===== config.mk =====
export PLATFORM = sky130hd
export DESIGN_NAME = fp_cmp_nzcv
export DESIGN_NICKNAME = d
export VERILOG_FILES = /design/src/rtl/fp_cmp_nzcv.sv
export SDC_FILE = /design/constraint.sdc
export NUM_CORES = 1
export LEC_CHECK = 0
export BUFFER_PORTS_ARGS = -buffer_cell sky130_fd_sc_hd__clkbuf_2
export CAP_MARGIN = 20
export CORE_MARGIN = 3
export CORE_UTILIZATION = 31
export CTS_CLUSTER_SIZE = 30
export DETAILED_ROUTE_END_ITERATION = 10
export PLACE_DENSITY = 0.63
export SLEW_MARGIN = 20
export SYNTH_ARGS = -nofsm -noshare
export SYNTH_HDL_FRONTEND = slang
export SYNTH_SLANG_ARGS = --single-unit

===== constraint.sdc =====
create_clock -name clk -period 0.9 [get_ports clk]
set_input_delay 0 -clock clk [delete_from_list [all_inputs] [get_ports clk]]
set_output_delay 0 -clock clk [all_outputs]
set_load 0.01 [all_outputs]

===== src/rtl/fp_cmp_nzcv.sv =====
module fp_cmp_nzcv #(
  parameter int BUS_W = 64
) (
  input  logic             clk,
  input  logic             rst_n,
  input  logic             in_valid,
  input  logic [1:0]       fmt,
  input  logic             signal_cmp,
  input  logic [BUS_W-1:0] op_a,
  input  logic [BUS_W-1:0] op_b,
  output logic [3:0]       nzcv,
  output logic             invalid
);
  localparam int MAG_W = BUS_W - 1;
  localparam int DEC_W = MAG_W + 3;

  localparam logic [3:0] FL_EQ = 4'b0110;
  localparam logic [3:0] FL_LT = 4'b1000;
  localparam logic [3:0] FL_GT = 4'b0010;
  localparam logic [3:0] FL_UN = 4'b0011;

  // returns {sign, is_nan, is_snan, magnitude}
  function automatic logic [DEC_W-1:0] classify(input logic [BUS_W-1:0] x, input logic [1:0] f);
    logic s, ones, nz, top;
    logic [MAG_W-1:0] m;
    case (f)
      2'b00: begin
        s = x[15]; ones = &x[14:10]; nz = |x[9:0]; top = x[9];
        m = {{(MAG_W-15){1'b0}}, x[14:0]};
      end
      2'b01: begin
        s = x[31]; ones = &x[30:23]; nz = |x[22:0]; top = x[22];
        m = {{(MAG_W-31){1'b0}}, x[30:0]};
      end
      default: begin
        s = x[63]; ones = &x[62:52]; nz = |x[51:0]; top = x[51];
        m = x[MAG_W-1:0];
      end
    endcase
    return {s, ones & nz, ones & nz & ~top, m};
  endfunction

  logic [DEC_W-1:0] da, db;
  logic             sa, sb, na, nb, sna, snb;
  logic [MAG_W-1:0] ma, mb;
  logic             unord, both_zero, is_eq, is_lt, inv_nxt;
  logic [3:0]       flags_nxt;

  assign da = classify(op_a, fmt);
  assign db = classify(op_b, fmt);
  assign {sa, na, sna, ma} = da;
  assign {sb, nb, snb, mb} = db;

  assign unord     = na | nb;
  assign both_zero = (ma == '0) && (mb == '0);
  assign is_eq     = both_zero || ((sa == sb) && (ma == mb));
  assign is_lt     = (sa != sb) ? sa : (sa ? (ma > mb) : (ma < mb));
  assign inv_nxt   = signal_cmp ? unord : (sna | snb);

  always_comb begin
    if (unord)      flags_nxt = FL_UN;
    else if (is_eq) flags_nxt = FL_EQ;
    else if (is_lt) flags_nxt = FL_LT;
    else            flags_nxt = FL_GT;
  end

  always_ff @(posedge clk or negedge rst_n) begin
    if (!rst_n) begin
      nzcv    <= 4'b0000;
      invalid <= 1'b0;
    end else if (in_valid) begin
      nzcv    <= flags_nxt;
      invalid <= inv_nxt;
    end
  end
endmodule



==> results of run 1 <==
==> final cells by class <==
type	instances	area share, %
inverters	20	1.545
repair buffers	253	33.58
flip-flops and latches	5	2.575
clock buffers	4	0.9271
well taps	108	2.781
multi-input cells	383	58.59
==> layer usage <==
metal	wire length, um	share of wire [%]
met1	5108	44
met2	5539	48
met3	694	6.0
met4	193	1.7
met5	0	0
==> cells by family after synthesis <==
logic type      Yosys count
simple gates            236
compound gates           77
fa+ha+maj                63
buf+inv                  33
flops                     5
mux                       4
xor+xnor                  1
==> report_power, final <==
| group | switching [mW] | internal [mW] | leakage [nW] |
|---|---|---|---|
| Combinational | 1.01 | 1.12 | 2.40 |
| Clock | 0.114 | 0.304 | 0.0228 |
| Sequential | 0.0138 | 0.249 | 0.0622 |
| Total | 1.13 | 1.67 | 2.48 |
==> how the worst min path moves through the flow <==
| stage | from | to | slack [ps] |
|---|---|---|---|
| after CTS | in_valid | nzcv[3]$_DFFE_PN0P_ | 40 |
| after detailed placement | rst_n | nzcv[2]$_DFFE_PN0P_ | -170 |
| after global routing | in_valid | nzcv[3]$_DFFE_PN0P_ | 50 |
| final | in_valid | nzcv[3]$_DFFE_PN0P_ | 40 |
| after floorplan | rst_n | invalid$_DFFE_PN0P_ | -300 |
| after global placement | rst_n | nzcv[0]$_DFFE_PN0P_ | -180 |
==> registers in the layout, summed over array words and instances, names as in the netlist <==
| signal | count |
|---|---|
| nzcv | 4 |
| invalid | 1 |
==> cell usage in the layout, fill, tap and decap left out, types with 3 or more instances in the layout <==
cell        n
a21oi_1    28
and2_4      8
and3_1      3
nand2_1    71
buf_6       4
ha_1       54
nor2_4      3
a31oi_1     3
buf_4     110
o21a_1      4
and2_1     39
clkbuf_8    3
nor3_2      3
or4_1       4
nor4_1     22
clkbuf_2  134
nand4_1    28
and4_1      3
mux2i_1     4
o211ai_1    3
or2_4       3
o21ai_0    14
o21ai_1     3
inv_1      20
nor2_1     15
dfrtp_1     5
ha_4        9
nand3_1    10
nor3_1     11
a211oi_1    3
==> repair_timing <==
action,CTS,global route
resized for setup,21,17
endpoints found under the setup margin,5,5
hold buffers,1,0
pin swaps,10,12
hold endpoints to repair,5,0
setup buffers,3,0
cloned,2,0
==> flow_summary.yaml, run 1 <==
sta:
  finalCritPeriodShare_pct: 246.2
  drv_slew: 0
  fmax_ghz: 0.4512
  slew_headroom_pct: 67.35
  setup_tns_ps: -5424
  tightest_slew_ps: 485.3
  hold_ws_ps: 44.47
  grt_setup_unrepaired: "true"
  setup_viol: 5
  hold_viol_final: 0
  finalClockSkew_ps: 0
  layout_setup_ws_ps: -1316
  finalCriticalPeriod_ps: 2216
floorplan:
  die-area_um2: 10420
  dieHeight_um: 102.1
  die_w_um: 102.1
  rows: 34
  initial_core_util_pct: 32.32
  ios: 139
  core_um2: 8848
synthesis:
  synth_xor_area_share_pct: 0.3062
  synth-compound-area-share_pct: 16.89
  synth_top_family_by_area: "simple AND/OR/NAND/NOR gates"
  yosysTopAreaCellShare_pct: 27.56
  synthDistinctLibCells: 48
  syn_avg_cell_area_um2: 6.826
  synthTopCellsByArea: "ha_1 (28%), and2_1 (10%), nand2_1 (9.3%)"
  synthSimpleGateAreaFrac_pct: 44.66
  async_flop_share_pct: 100.0
  synth_edf_count: 0
  synth_area_um2: 2860
  synth_common_cells: "nand2_1 (71), ha_1 (63), and2_1 (47)"
  muxShareOfSynthArea_pct: 1.400
  synthCells: 419
  synth-adder-area-share_pct: 27.56
  synth_top_flop_cell: "dfrtp_1"
  syn_nets: 616
  ys_ff_latch: 5
  ys_seq_area_share_pct: 4.374
  synth-warning-count: 0
  yosysTopAreaCell: "ha_1"
  post-synth-top-count-cell: "nand2_1"
final_layout:
  area.growth.synth_to_final_pct: 69.86
  fillCellCount: 871
  antenna_cells: 0
  seq_area_um2: 125.1
  layout.cells.non_filler: 773
  stdcell_area_um2: 4858
  post-route-util_pct: 54.91
  nNetsFinal: 863
  layout-drive-gt1-share_pct: 44.96
  multi_input_area_um2: 2846
setup_path:
  critPathBufInv: 1
  r2r_end: "nzcv[2]$_DFFE_PN0P_"
  startpoint_type: "input port"
  cp_num_cells: 11
  endpoint_kind: "register"
  crit_arrival_ps: 2310
  critPathKind: "input port to register"
  required_ps: 990
  cp_top_family: "compound AO/OA/AOI/OAI gates"
  startpoint: "fmt[1]"
  r2r-start: "nzcv[2]$_DFFE_PN0P_"
  crit_path_end: "nzcv[3]$_DFFE_PN0P_"
  rrSetupSlack_ps: 170
  ff2ff_path_depth: 1
  crit_chain: "buf_12 > or2_4 > and2_4 > ha_4 > nand4_1 > nor4_4 > o21ai_1 > a311o_2 > a31o_2 > o211ai_1 > o21ai_1"
  crit_slowest_cell: "a311o_2"
  crit_fanout: 8
  critical_path.max_stage_delay_ps: 420
  crit_top_cell: "o21ai_1"
detailed_routing:
  wl_per_cell_um: 14.92
  via_count: 4108
  drt-total-wl_um: 11540
  drt_iter0_markers: 182
  final_antenna_net_count: 0
  drt_pass1_iterations: 5
  drc_errors: 0
  routed_via_density: 5.314
grt:
  met3_usage_pct: 2.935
  top_usage_layer: "met2"
  grt_max_degree: 28
  globalRouteMet2Util_pct: 36.43
  grt_util_met1_pct: 28.40
  grt.overflow.total: 0
  antenna_found_initial: 0
  first_global_vias: 3960
  grt_pass1_wl_um: 17960
  grtUsageTotal_pct: 21.18
place:
  dp.cells: 763
  placed_area_um2: 4601
  port-buffer-count: 138
  pre_cts_ws_ps: -1652
  place.gp.congestion: 0.9223
  hpwl_um: 10100
clocking:
  htreeDepth: 1
  cts_buffers: 3
  clock-sinks: 5
  clock_path_buffers: 2
  clk_pin_slew_ps: 30
  clockRootBuffer: "clkbuf_8"
  cts_tree: "done"
  clk_latency_ps: 220
pwr:
  fin_total_pwr_mw: 2.806
  powerDensity_nw_per_um2: 577.5
  ir_drop_mv: 0.2904
  p_leak_nw: 2.481
status:
  violations: "negative setup slack"
  outcome: "finished with violations"
job:
  cap_violations: 0
min_path:
  min-delay-path-class: "input port to register"
  hold_depth: 2
No activity file was read; power rests on OpenSTA's default activity.
==> run 2, diff against run 1 <==
CORE_ASPECT_RATIO = 0.8   (was not set)
==> run 2 against run 1 <==
Via count up 2.6%. Final cell count is 2.5% higher. Highest routed layer unchanged. Largest cell class unchanged. Largest power group unchanged. First-iteration DRC count grew 19%. The run still ends with negative setup slack left. Flip-flop and latch count unchanged. Clock skew is the same. Sequential power hardly changed. Critical path depth increased by 1. Power rose by 13%. Register-to-register slack about the same.
==> flow_summary.yaml, run 2 (synthesis gave the netlist of run 1 again) <==
status:
  outcome: "finished with violations"
  violations: "negative setup slack"
place:
  place.gp.congestion: 0.9472
  dp.cells: 780
  port-buffer-count: 138
  placed_area_um2: 4691
  hpwl_um: 10440
detailed_routing:
  via_count: 4213
  routed_via_density: 5.319
  drc_errors: 0
  wl_per_cell_um: 15.17
  drt_iter0_markers: 217
  drt_pass1_iterations: 5
  drt-total-wl_um: 12010
  final_antenna_net_count: 0
setup_path:
  startpoint_type: "input port"
  critPathBufInv: 2
  required_ps: 1010
  startpoint: "fmt[0]"
  crit_chain: "clkbuf_16 > or2_4 > and2_4 > ha_4 > nand4_1 > buf_4 > nor4_4 > o21ai_1 > a311o_2 > a31oi_1 > o211ai_1 > o21a_1"
  cp_top_family: "compound AO/OA/AOI/OAI gates"
  crit_fanout: 8
  crit_slowest_cell: "a311o_2"
  crit_arrival_ps: 2410
  endpoint_kind: "register"
  r2r-start: "nzcv[2]$_DFFE_PN0P_"
  critPathKind: "input port to register"
  critical_path.max_stage_delay_ps: 420
sta:
  setup_tns_ps: -5579
  finalCritPeriodShare_pct: 255.0
  tightest_slew_ps: 439.9
  fmax_ghz: 0.4358
  setup_viol: 5
  drv_slew: 0
  slew_headroom_pct: 70.41
  hold_viol_final: 0
  layout_setup_ws_ps: -1395
  hold_ws_ps: 72.79
  finalClockSkew_ps: 0
  finalCriticalPeriod_ps: 2295
  grt_setup_unrepaired: "true"
grt:
  grt_max_degree: 36
  antenna_found_initial: 0
  grt_pass1_wl_um: 19460
  grt.overflow.total: 0
  grtUsageTotal_pct: 22.26
  first_global_vias: 4214
clocking:
  htreeDepth: 1
  clockRootBuffer: "clkbuf_16"
  clk_latency_ps: 230
  cts_tree: "done"
  clock-sinks: 5
  clk_pin_slew_ps: 30
  clock_path_buffers: 2
  cts_buffers: 3
floorplan:
  initial_core_util_pct: 32.84
  dieHeight_um: 91.92
  rows: 30
  die-area_um2: 10420
  die_w_um: 113.4
  core_um2: 8708
  ios: 139
final_layout:
  antenna_cells: 0
  largest_register_ffs: 4
  area.growth.synth_to_final_pct: 74.80
  final_common_cell: "clkbuf_2"
  final_cell_mix: "clkbuf_2 (136), buf_4 (125), nand2_1 (70)"
  stdcell_area_um2: 5000
  nNetsFinal: 878
  reg_top3: "nzcv (4), invalid (1)"
  multi_input_area_um2: 2846
  regMostFlops: "nzcv"
  layout.cells.non_filler: 792
  layout-drive-gt1-share_pct: 45.88
  seq_area_um2: 125.1
  fillCellCount: 804
min_path:
  hold_path_startpoint: "signal_cmp"
  min-delay-path-class: "input port to register"
job:
  cap_violations: 0
pwr:
  powerDensity_nw_per_um2: 635.8
  p_leak_nw: 2.580
  ir_drop_mv: 0.7729
==> run 2: changes by cell type in the layout (fill, tap and decap cells not counted), moves of 2 or more <==
cell / change
clkbuf_2: +2
clkbuf_8: -2
buf_4: +15
nor2_4: -2
clkbuf_16: +3
nor3_2: -2
buf_6: -3
==> run 2: final timing paths <==
check | slack [ps] | depth (start not counted) | end
max reg2reg | 180 | 1 | nzcv[2]$_DFFE_PN0P_
min | 70 | 3 | invalid$_DFFE_PN0P_
min in group asynchronous | 130 | 2 | nzcv[0]$_DFFE_PN0P_
min reg2reg | 500 | 2 | nzcv[0]$_DFFE_PN0P_
max in group asynchronous | 630 | 2 | nzcv[1]$_DFFE_PN0P_
max | -1390 | 12 | nzcv[1]$_DFFE_PN0P_
==> run 2: cell type report <==
class / instances / share of cell area [%]
Multi-Input combinational cell: 383 / 56.93
Timing Repair Buffer: 268 / 34.68
Tap cell: 112 / 2.803
Sequential cell: 5 / 2.503
Clock buffer: 4 / 1.577
Inverter: 20 / 1.502
==> run 2: report_power, final <==
part	switching [mW]	internal [mW]	total (mW)
combinational	1.03	1.15	2.18
clock	0.150	0.588	0.738
sequential	0.0152	0.249	0.264
==> run 2: routing by layer <==
metal	GRT usage (%)	up-vias	share of wire, %
met2	36.49	177	45
met1	31.06	1918	47
met5	0	-	0
met4	3.203	0	0.98
met3	3.958	14	7.1
li1	-	2104	-
==> run 2: per-stage QoR <==
stage	setup slack (ps)	utilization [%]	power, mW
after floorplan	-1601	-	1.217
after global placement	-1555	53.86	2.234
after detailed placement	-1672	53.86	2.293
after CTS	-1345	56.67	3.139
after global routing	-1487	57.41	3.450
final	-1395	57.41	3.179
==> run 2: what timing repair did <==
action / 4_1_cts / 5_1_grt
resized for setup: 26 / 9
hold endpoints to repair: 5 / 0
setup buffers: 4 / 1
pin swaps: 14 / 11
hold buffers: 1 / 0
setup endpoints to repair: 5 / 5
cloned: 2 / 0
